<file path="config.mk">
export PLATFORM = sky130hd
export DESIGN_NAME = softstart_seq
export DESIGN_NICKNAME = d
export VERILOG_FILES = /design/src/rtl/softstart_pkg.sv /design/src/rtl/softstart_dp.sv /design/src/rtl/softstart_ctrl.sv /design/src/rtl/softstart_seq.sv
export SDC_FILE = /design/constraint.sdc
export NUM_CORES = 1
export LEC_CHECK = 0
export ABC_AREA = 0
export BUFFER_PORTS_ARGS = -buffer_cell sky130_fd_sc_hd__buf_2
export CORE_UTILIZATION = 55
export DETAILED_ROUTE_END_ITERATION = 8
export GPL_TIMING_DRIVEN = 0
export PLACE_DENSITY = 0.87
export SLEW_MARGIN = 5
export SYNTH_ARGS = -nofsm -noshare
export SYNTH_HDL_FRONTEND = slang
export SYNTH_SLANG_ARGS = --single-unit
</file>
<file path="constraint.sdc">
create_clock -name clk -period 3.7 [get_ports clk]
set_input_delay 0.185 -clock clk [delete_from_list [all_inputs] [get_ports clk]]
set_output_delay 0.185 -clock clk [all_outputs]
set_load 0.01 [all_outputs]
</file>
<file path="src/rtl/softstart_pkg.sv">
package softstart_pkg;
  typedef enum logic [1:0] {
    SS_IDLE = 2'd0,
    SS_PRE  = 2'd1,
    SS_RAMP = 2'd2,
    SS_DONE = 2'd3
  } ssState_t;

  typedef struct packed {
    logic clrCnt;
    logic incCnt;
    logic clrCode;
    logic incCode;
  } ssStrobe_t;
endpackage

</file>
<file path="src/rtl/softstart_dp.sv">
module softstart_dp
  import softstart_pkg::*;
#(
  parameter int STEP_COUNT      = 32,
  parameter int CYCLES_PER_STEP = 32,
  parameter int PRESTART_CYCLES = 64,
  localparam int CODE_W = $clog2(STEP_COUNT),
  localparam int MAXC   = (PRESTART_CYCLES > CYCLES_PER_STEP) ? PRESTART_CYCLES : CYCLES_PER_STEP,
  localparam int CNT_W  = $clog2(MAXC + 1)
) (
  input  logic              clk,
  input  logic              rst_n,
  input  ssStrobe_t         strb,
  output logic              preLast,
  output logic              stepLast,
  output logic              codeMax,
  output logic [CODE_W-1:0] code
);
  logic [CNT_W-1:0] cnt;

  localparam logic [CNT_W-1:0]  PRE_LAST  = CNT_W'(PRESTART_CYCLES - 1);
  localparam logic [CNT_W-1:0]  STEP_LAST = CNT_W'(CYCLES_PER_STEP - 1);
  localparam logic [CODE_W-1:0] CODE_TOP  = CODE_W'(STEP_COUNT - 1);

  always_ff @(posedge clk or negedge rst_n) begin
    if (!rst_n) begin
      cnt <= '0;
    end else if (strb.clrCnt) begin
      cnt <= '0;
    end else if (strb.incCnt) begin
      cnt <= cnt + 1'b1;
    end
  end

  always_ff @(posedge clk or negedge rst_n) begin
    if (!rst_n) begin
      code <= '0;
    end else if (strb.clrCode) begin
      code <= '0;
    end else if (strb.incCode) begin
      code <= code + 1'b1;
    end
  end

  always_comb begin
    preLast  = (cnt == PRE_LAST);
    stepLast = (cnt == STEP_LAST);
    codeMax  = (code == CODE_TOP);
  end


  code_step_chk: assert property (@(posedge clk) disable iff (!rst_n)
    1'b1 |=> (code == $past(code)) || (code == CODE_W'($past(code) + 1'b1)) || (code == '0));


  code_hold_chk: assert property (@(posedge clk) disable iff (!rst_n)
    (!strb.incCode && !strb.clrCode) |=> $stable(code));


  code_no_wrap_chk: assert property (@(posedge clk) disable iff (!rst_n)
    (strb.incCode && !strb.clrCode) |-> !codeMax);
endmodule

</file>
<file path="src/rtl/softstart_ctrl.sv">
module softstart_ctrl
  import softstart_pkg::*;
(
  input  logic      clk,
  input  logic      rst_n,
  input  logic      swTick,
  input  logic      uvloOk,
  input  logic      restartReq,
  input  logic      preLast,
  input  logic      stepLast,
  input  logic      codeMax,
  output ssStrobe_t strb,
  output logic      presetAmp,
  output logic      softDone
);
  ssState_t state, nextState;

  always_ff @(posedge clk or negedge rst_n) begin
    if (!rst_n) state <= SS_IDLE;
    else        state <= nextState;
  end

  always_comb begin
    nextState = state;
    strb      = '0;
    if (!uvloOk) begin
      nextState    = SS_IDLE;
      strb.clrCnt  = 1'b1;
      strb.clrCode = 1'b1;
    end else if (restartReq && state != SS_IDLE) begin
      nextState    = SS_PRE;
      strb.clrCnt  = 1'b1;
      strb.clrCode = 1'b1;
    end else begin
      case (state)
        SS_IDLE: begin
          nextState    = SS_PRE;
          strb.clrCnt  = 1'b1;
          strb.clrCode = 1'b1;
        end
        SS_PRE: begin
          if (swTick) begin
            if (preLast) begin
              nextState    = SS_RAMP;
              strb.clrCnt  = 1'b1;
              strb.clrCode = 1'b1;
            end else begin
              strb.incCnt = 1'b1;
            end
          end
        end
        SS_RAMP: begin
          if (swTick) begin
            if (stepLast) begin
              strb.clrCnt = 1'b1;
              if (codeMax) nextState = SS_DONE;
              else         strb.incCode = 1'b1;
            end else begin
              strb.incCnt = 1'b1;
            end
          end
        end
        default: ;
      endcase
    end
  end

  always_comb begin
    presetAmp = (state == SS_PRE);
    softDone  = (state == SS_DONE);
  end


  idle_outputs_chk: assert property (@(posedge clk) disable iff (!rst_n)
    !uvloOk |=> !presetAmp && !softDone);


  exclusive_flags_chk: assert property (@(posedge clk) disable iff (!rst_n)
    !(presetAmp && softDone));


  done_sticky_chk: assert property (@(posedge clk) disable iff (!rst_n)
    (softDone && uvloOk && !restartReq) |=> softDone);


  restart_chk: assert property (@(posedge clk) disable iff (!rst_n)
    (uvloOk && restartReq && state != SS_IDLE) |=> presetAmp);
endmodule

</file>
<file path="src/rtl/softstart_seq.sv">
module softstart_seq
  import softstart_pkg::*;
#(
  parameter int STEP_COUNT      = 32,
  parameter int CYCLES_PER_STEP = 32,
  parameter int PRESTART_CYCLES = 64,
  localparam int CODE_W = $clog2(STEP_COUNT)
) (
  input  logic              clk,
  input  logic              rst_n,
  input  logic              swTick,
  input  logic              uvloOk,
  input  logic              restartReq,
  output logic [CODE_W-1:0] refCode,
  output logic              presetAmp,
  output logic              softDone
);
  ssStrobe_t strb;
  logic preLast, stepLast, codeMax;

  softstart_ctrl u_ctrl (
    .clk        (clk),
    .rst_n      (rst_n),
    .swTick     (swTick),
    .uvloOk     (uvloOk),
    .restartReq (restartReq),
    .preLast    (preLast),
    .stepLast   (stepLast),
    .codeMax    (codeMax),
    .strb       (strb),
    .presetAmp  (presetAmp),
    .softDone   (softDone)
  );

  softstart_dp #(
    .STEP_COUNT      (STEP_COUNT),
    .CYCLES_PER_STEP (CYCLES_PER_STEP),
    .PRESTART_CYCLES (PRESTART_CYCLES)
  ) u_dp (
    .clk      (clk),
    .rst_n    (rst_n),
    .strb     (strb),
    .preLast  (preLast),
    .stepLast (stepLast),
    .codeMax  (codeMax),
    .code     (refCode)
  );


  done_top_code_chk: assert property (@(posedge clk) disable iff (!rst_n)
    softDone |-> (refCode == CODE_W'(STEP_COUNT - 1)));


  preset_code_zero_chk: assert property (@(posedge clk) disable iff (!rst_n)
    presetAmp |-> (refCode == '0));
endmodule

</file>
==> impl_metrics.env <==
export IMPL_use_met3_pct=2.98
export IMPL_synth_xor_area_share_pct=1.87
export IMPL_setup_ws_ns=1.48
export IMPL_tightest_slew_ns=0.638
export IMPL_finalSetupViolations=0
export IMPL_ctsHtreeMaxLevel=1
export IMPL_timing_hold_violations_final=0
export IMPL_drt_wirelength_per_cell_um=16.4
export IMPL_cts_tree="built"
export IMPL_rsz0062_at_grt="false"
export IMPL_met2_usage_pct=44.2
export IMPL_grt_pass1_vias=855
export IMPL_dp_hpwl_um=1530
export IMPL_grt_pass1_wl_um=3680
export IMPL_die_h_um=43.3
export IMPL_clockBufferDepth=2
export IMPL_cts_buffers=3
export IMPL_synth_adder_area_share_pct=10.7
export IMPL_path_max_fanout=10
export IMPL_finalCritPeriodShare_pct=60.1
export IMPL_synth_cell_types=40
export IMPL_grt_max_degree=15
export IMPL_synth_top_cell_by_area="dfrtp_1"
export IMPL_avgSynthCellArea_um2=9.48
export IMPL_ir_drop_v=0.000269
export IMPL_synth_top_family_by_area="simple AND/OR/NAND/NOR gates"
export IMPL_cap_violations=0
export IMPL_power_w=0.000455
export IMPL_clk_latency_ns=0.28
export IMPL_seq_area_frac_synth_pct=37.3
export IMPL_cellLeakagePower_nw=0.483
export IMPL_synth_area_mux_share_pct=4.53
export IMPL_fp_row_count=14
export IMPL_start_kind="flip-flop"
export IMPL_seq_power_share_pct=38.1
export IMPL_endpoint_kind="flip-flop"
export IMPL_hold_path_class="in2reg"
export IMPL_gp_congestion=0.781
export IMPL_crit_required_ns=3.91
export IMPL_post_route_min_period_ns=2.22
export IMPL_synthTopCellsByArea="dfrtp_1 37%, ha_1 11%, a21oi_1 3.7%"
export IMPL_synth_nets=112
export IMPL_grt_most_used_layer="met2"
export IMPL_grt_antenna_before_repair=0
export IMPL_globalRouteMet1Util_pct=32.4
export IMPL_grt_overflow=0
export IMPL_finalClockSkew_ns=0.00396
export IMPL_clk_pin_slew_ns=0.09
export IMPL_post_route_util_pct=68.8
export IMPL_synth_compound_area_share_pct=16.8
export IMPL_post_drt_via_cell_ratio=6.60
export IMPL_synth_simple_gate_area_share_pct=25.3
export IMPL_p_clk_share_pct=24.6
export IMPL_power_share_combinational_pct=37.3
export IMPL_synth_cell_area_um2=938
export IMPL_vias=864
export IMPL_drt_iter0_drc=25
export IMPL_setup_tns_ns=0
export IMPL_power_internal_w=0.000289
export IMPL_dieArea_um2=1880
export IMPL_syn_inst=99
export IMPL_die_w_um=43.3
export IMPL_place_ws_ns=1.53
export IMPL_io_pins=12
export IMPL_relSlewSlack_pct=57.3
export IMPL_wl_um=2140
export IMPL_gr_usage_all_layers_pct=26.2
export IMPL_yosys_area_top_type_share_pct=37.3
export IMPL_nNetsFinal=129
export IMPL_switching_share_pct=36.6
export IMPL_io_buffers=11
export IMPL_fp_coreArea_um2=1540
export IMPL_status="completed"
export IMPL_synth_ff_type="dfrtp_1"
export IMPL_initial_utilization_pct=60.9
export IMPL_drive_gt1_share_pct=21.7
export IMPL_syn2layout_area_growth_pct=12.9
export IMPL_ff2ff_setup_slack_ns=1.48
export IMPL_clock_sinks=14
export IMPL_fillers=127
export IMPL_fmax_ghz=0.450
export IMPL_final_max_slew_viol_count=0
export IMPL_async_flop_share_pct=100
export IMPL_p_per_area_nw_per_um2=429
export IMPL_clockRootBuffer="clkbuf_4"
export IMPL_worstSetupPathType="reg2reg"
export IMPL_drtAntennaViolNets=0
export IMPL_post_cts_buffers=0
export IMPL_synth_edf_count=0
export IMPL_critPathArrivalTime_ns=2.43
export IMPL_ys_warn_count=0
export IMPL_ys_ff_latch=14
export IMPL_drc=0
export IMPL_switchingPower_w=0.000166
export IMPL_antenna_cells=0
export IMPL_dr_pass1_iters=4
==> per-stage QoR <==
stage	std cells	hold WS (ns)	cell area [um^2]
detailed placement	126	0.101	1010
global route	131	0.202	1060
CTS	131	0.196	1060
floorplan	99	-0.111	938
global placement	126	0.0905	1010
finish	131	0.198	1060
==> worst paths after layout <==
kind	cells past startpoint	startpoint	to
setup / recovery	7	u_ctrl.state[1]	u_dp.cnt[6]
hold / removal	2	uvloOk	u_ctrl.state[0]
setup reg to reg	7	u_ctrl.state[1]	u_dp.cnt[6]
hold reg to reg	1	u_dp.cnt[2]	u_dp.cnt[2]
max in group asynchronous	2	rst_n	u_ctrl.state[0]
min in group asynchronous	2	rst_n	u_dp.cnt[3]
==> critical path: stages, from the launching register on <==
cell and delay (ns):
dfrtp_1 0.44, inv_1 0.12, ha_1 0.33, o21ai_1 0.14
or3_4 0.35, buf_6 0.15, or4_1 0.47, a21oi_1 0.15
==> placed cells by master, fill, tap and decap left out, types with 2 or more instances in the layout <==
cell type,count
inv_1,3
or4_1,3
buf_2,12
a21oi_1,7
nand3_1,4
nand4_1,4
mux2i_1,2
o21ai_0,5
nor2b_1,3
ha_1,8
nor2_1,7
nand2_1,4
xor2_1,2
nor3_1,3
a31oi_1,3
clkbuf_4,3
o31ai_1,2
dfrtp_1,14
mux2_2,2
==> synthesized netlist by cell type (all sizes together), types with 2 or more instances <==
master	instances
or3	3
nor3b	2
nand2	5
nor2	7
o21ai	6
mux2	2
ha	8
dfrtp	14
inv	3
buf	2
nor2b	3
or4	3
a21oi	7
o31ai	2
nand3	4
xor2	2
nand4	4
mux2i	2
a31oi	3
nor3	3
==> layout make-up <==
cell class	count	area, um^2	area share (%)
inverters	3	11.3	1.06
clock buffers	4	36.3	3.42
well taps	16	20.0	1.89
plain buffers	3	21.3	2.01
repair buffers	12	65.1	6.14
flip-flops and latches	14	350	33.1
multi-input cells	79	556	52.4
==> what timing repair did <==
action | 4_1_cts | 5_1_grt
endpoints found under the hold margin | 14 | 0
hold buffers | 1 | 0
gates resized for setup | 0 | 0
setup endpoints to repair | 0 | 0
==> flip-flops by register name, indices dropped and copies added, names as in the netlist <==
| signal | count |
|---|---|
| u_ctrl.state | 2 |
| u_dp.cnt | 7 |
| u_dp.code | 5 |
==> routing by layer <==
metal	vias to the layer above	share of wire (%)
li1	410	-
met1	414	46
met2	29	47
met3	11	3.7
met4	0	3.4
met5	-	0
==> power by group through the flow <==
stage | clock (W) | combinational, W | sequential, W
floorplan | 0 | 0.000126 | 0.000172
global placement | 0 | 0.000158 | 0.000175
detailed placement | 0 | 0.000164 | 0.000175
CTS | 0.000113 | 0.000166 | 0.000173
global route | 0.000118 | 0.000188 | 0.000175
finish | 0.000112 | 0.000170 | 0.000173
==> logic make-up (layout without fill, tap and decap cells) <==
group,Yosys count,count (layout)
AND/OR/NAND/NOR,40,40
AO/OA/AOI/OAI,25,25
flip-flops,14,14
adder cells (fa/ha/maj),8,8
buffers and inverters,6,22
multiplexers,4,4
XOR/XNOR,2,2
Power figures use the tool's default switching activity.
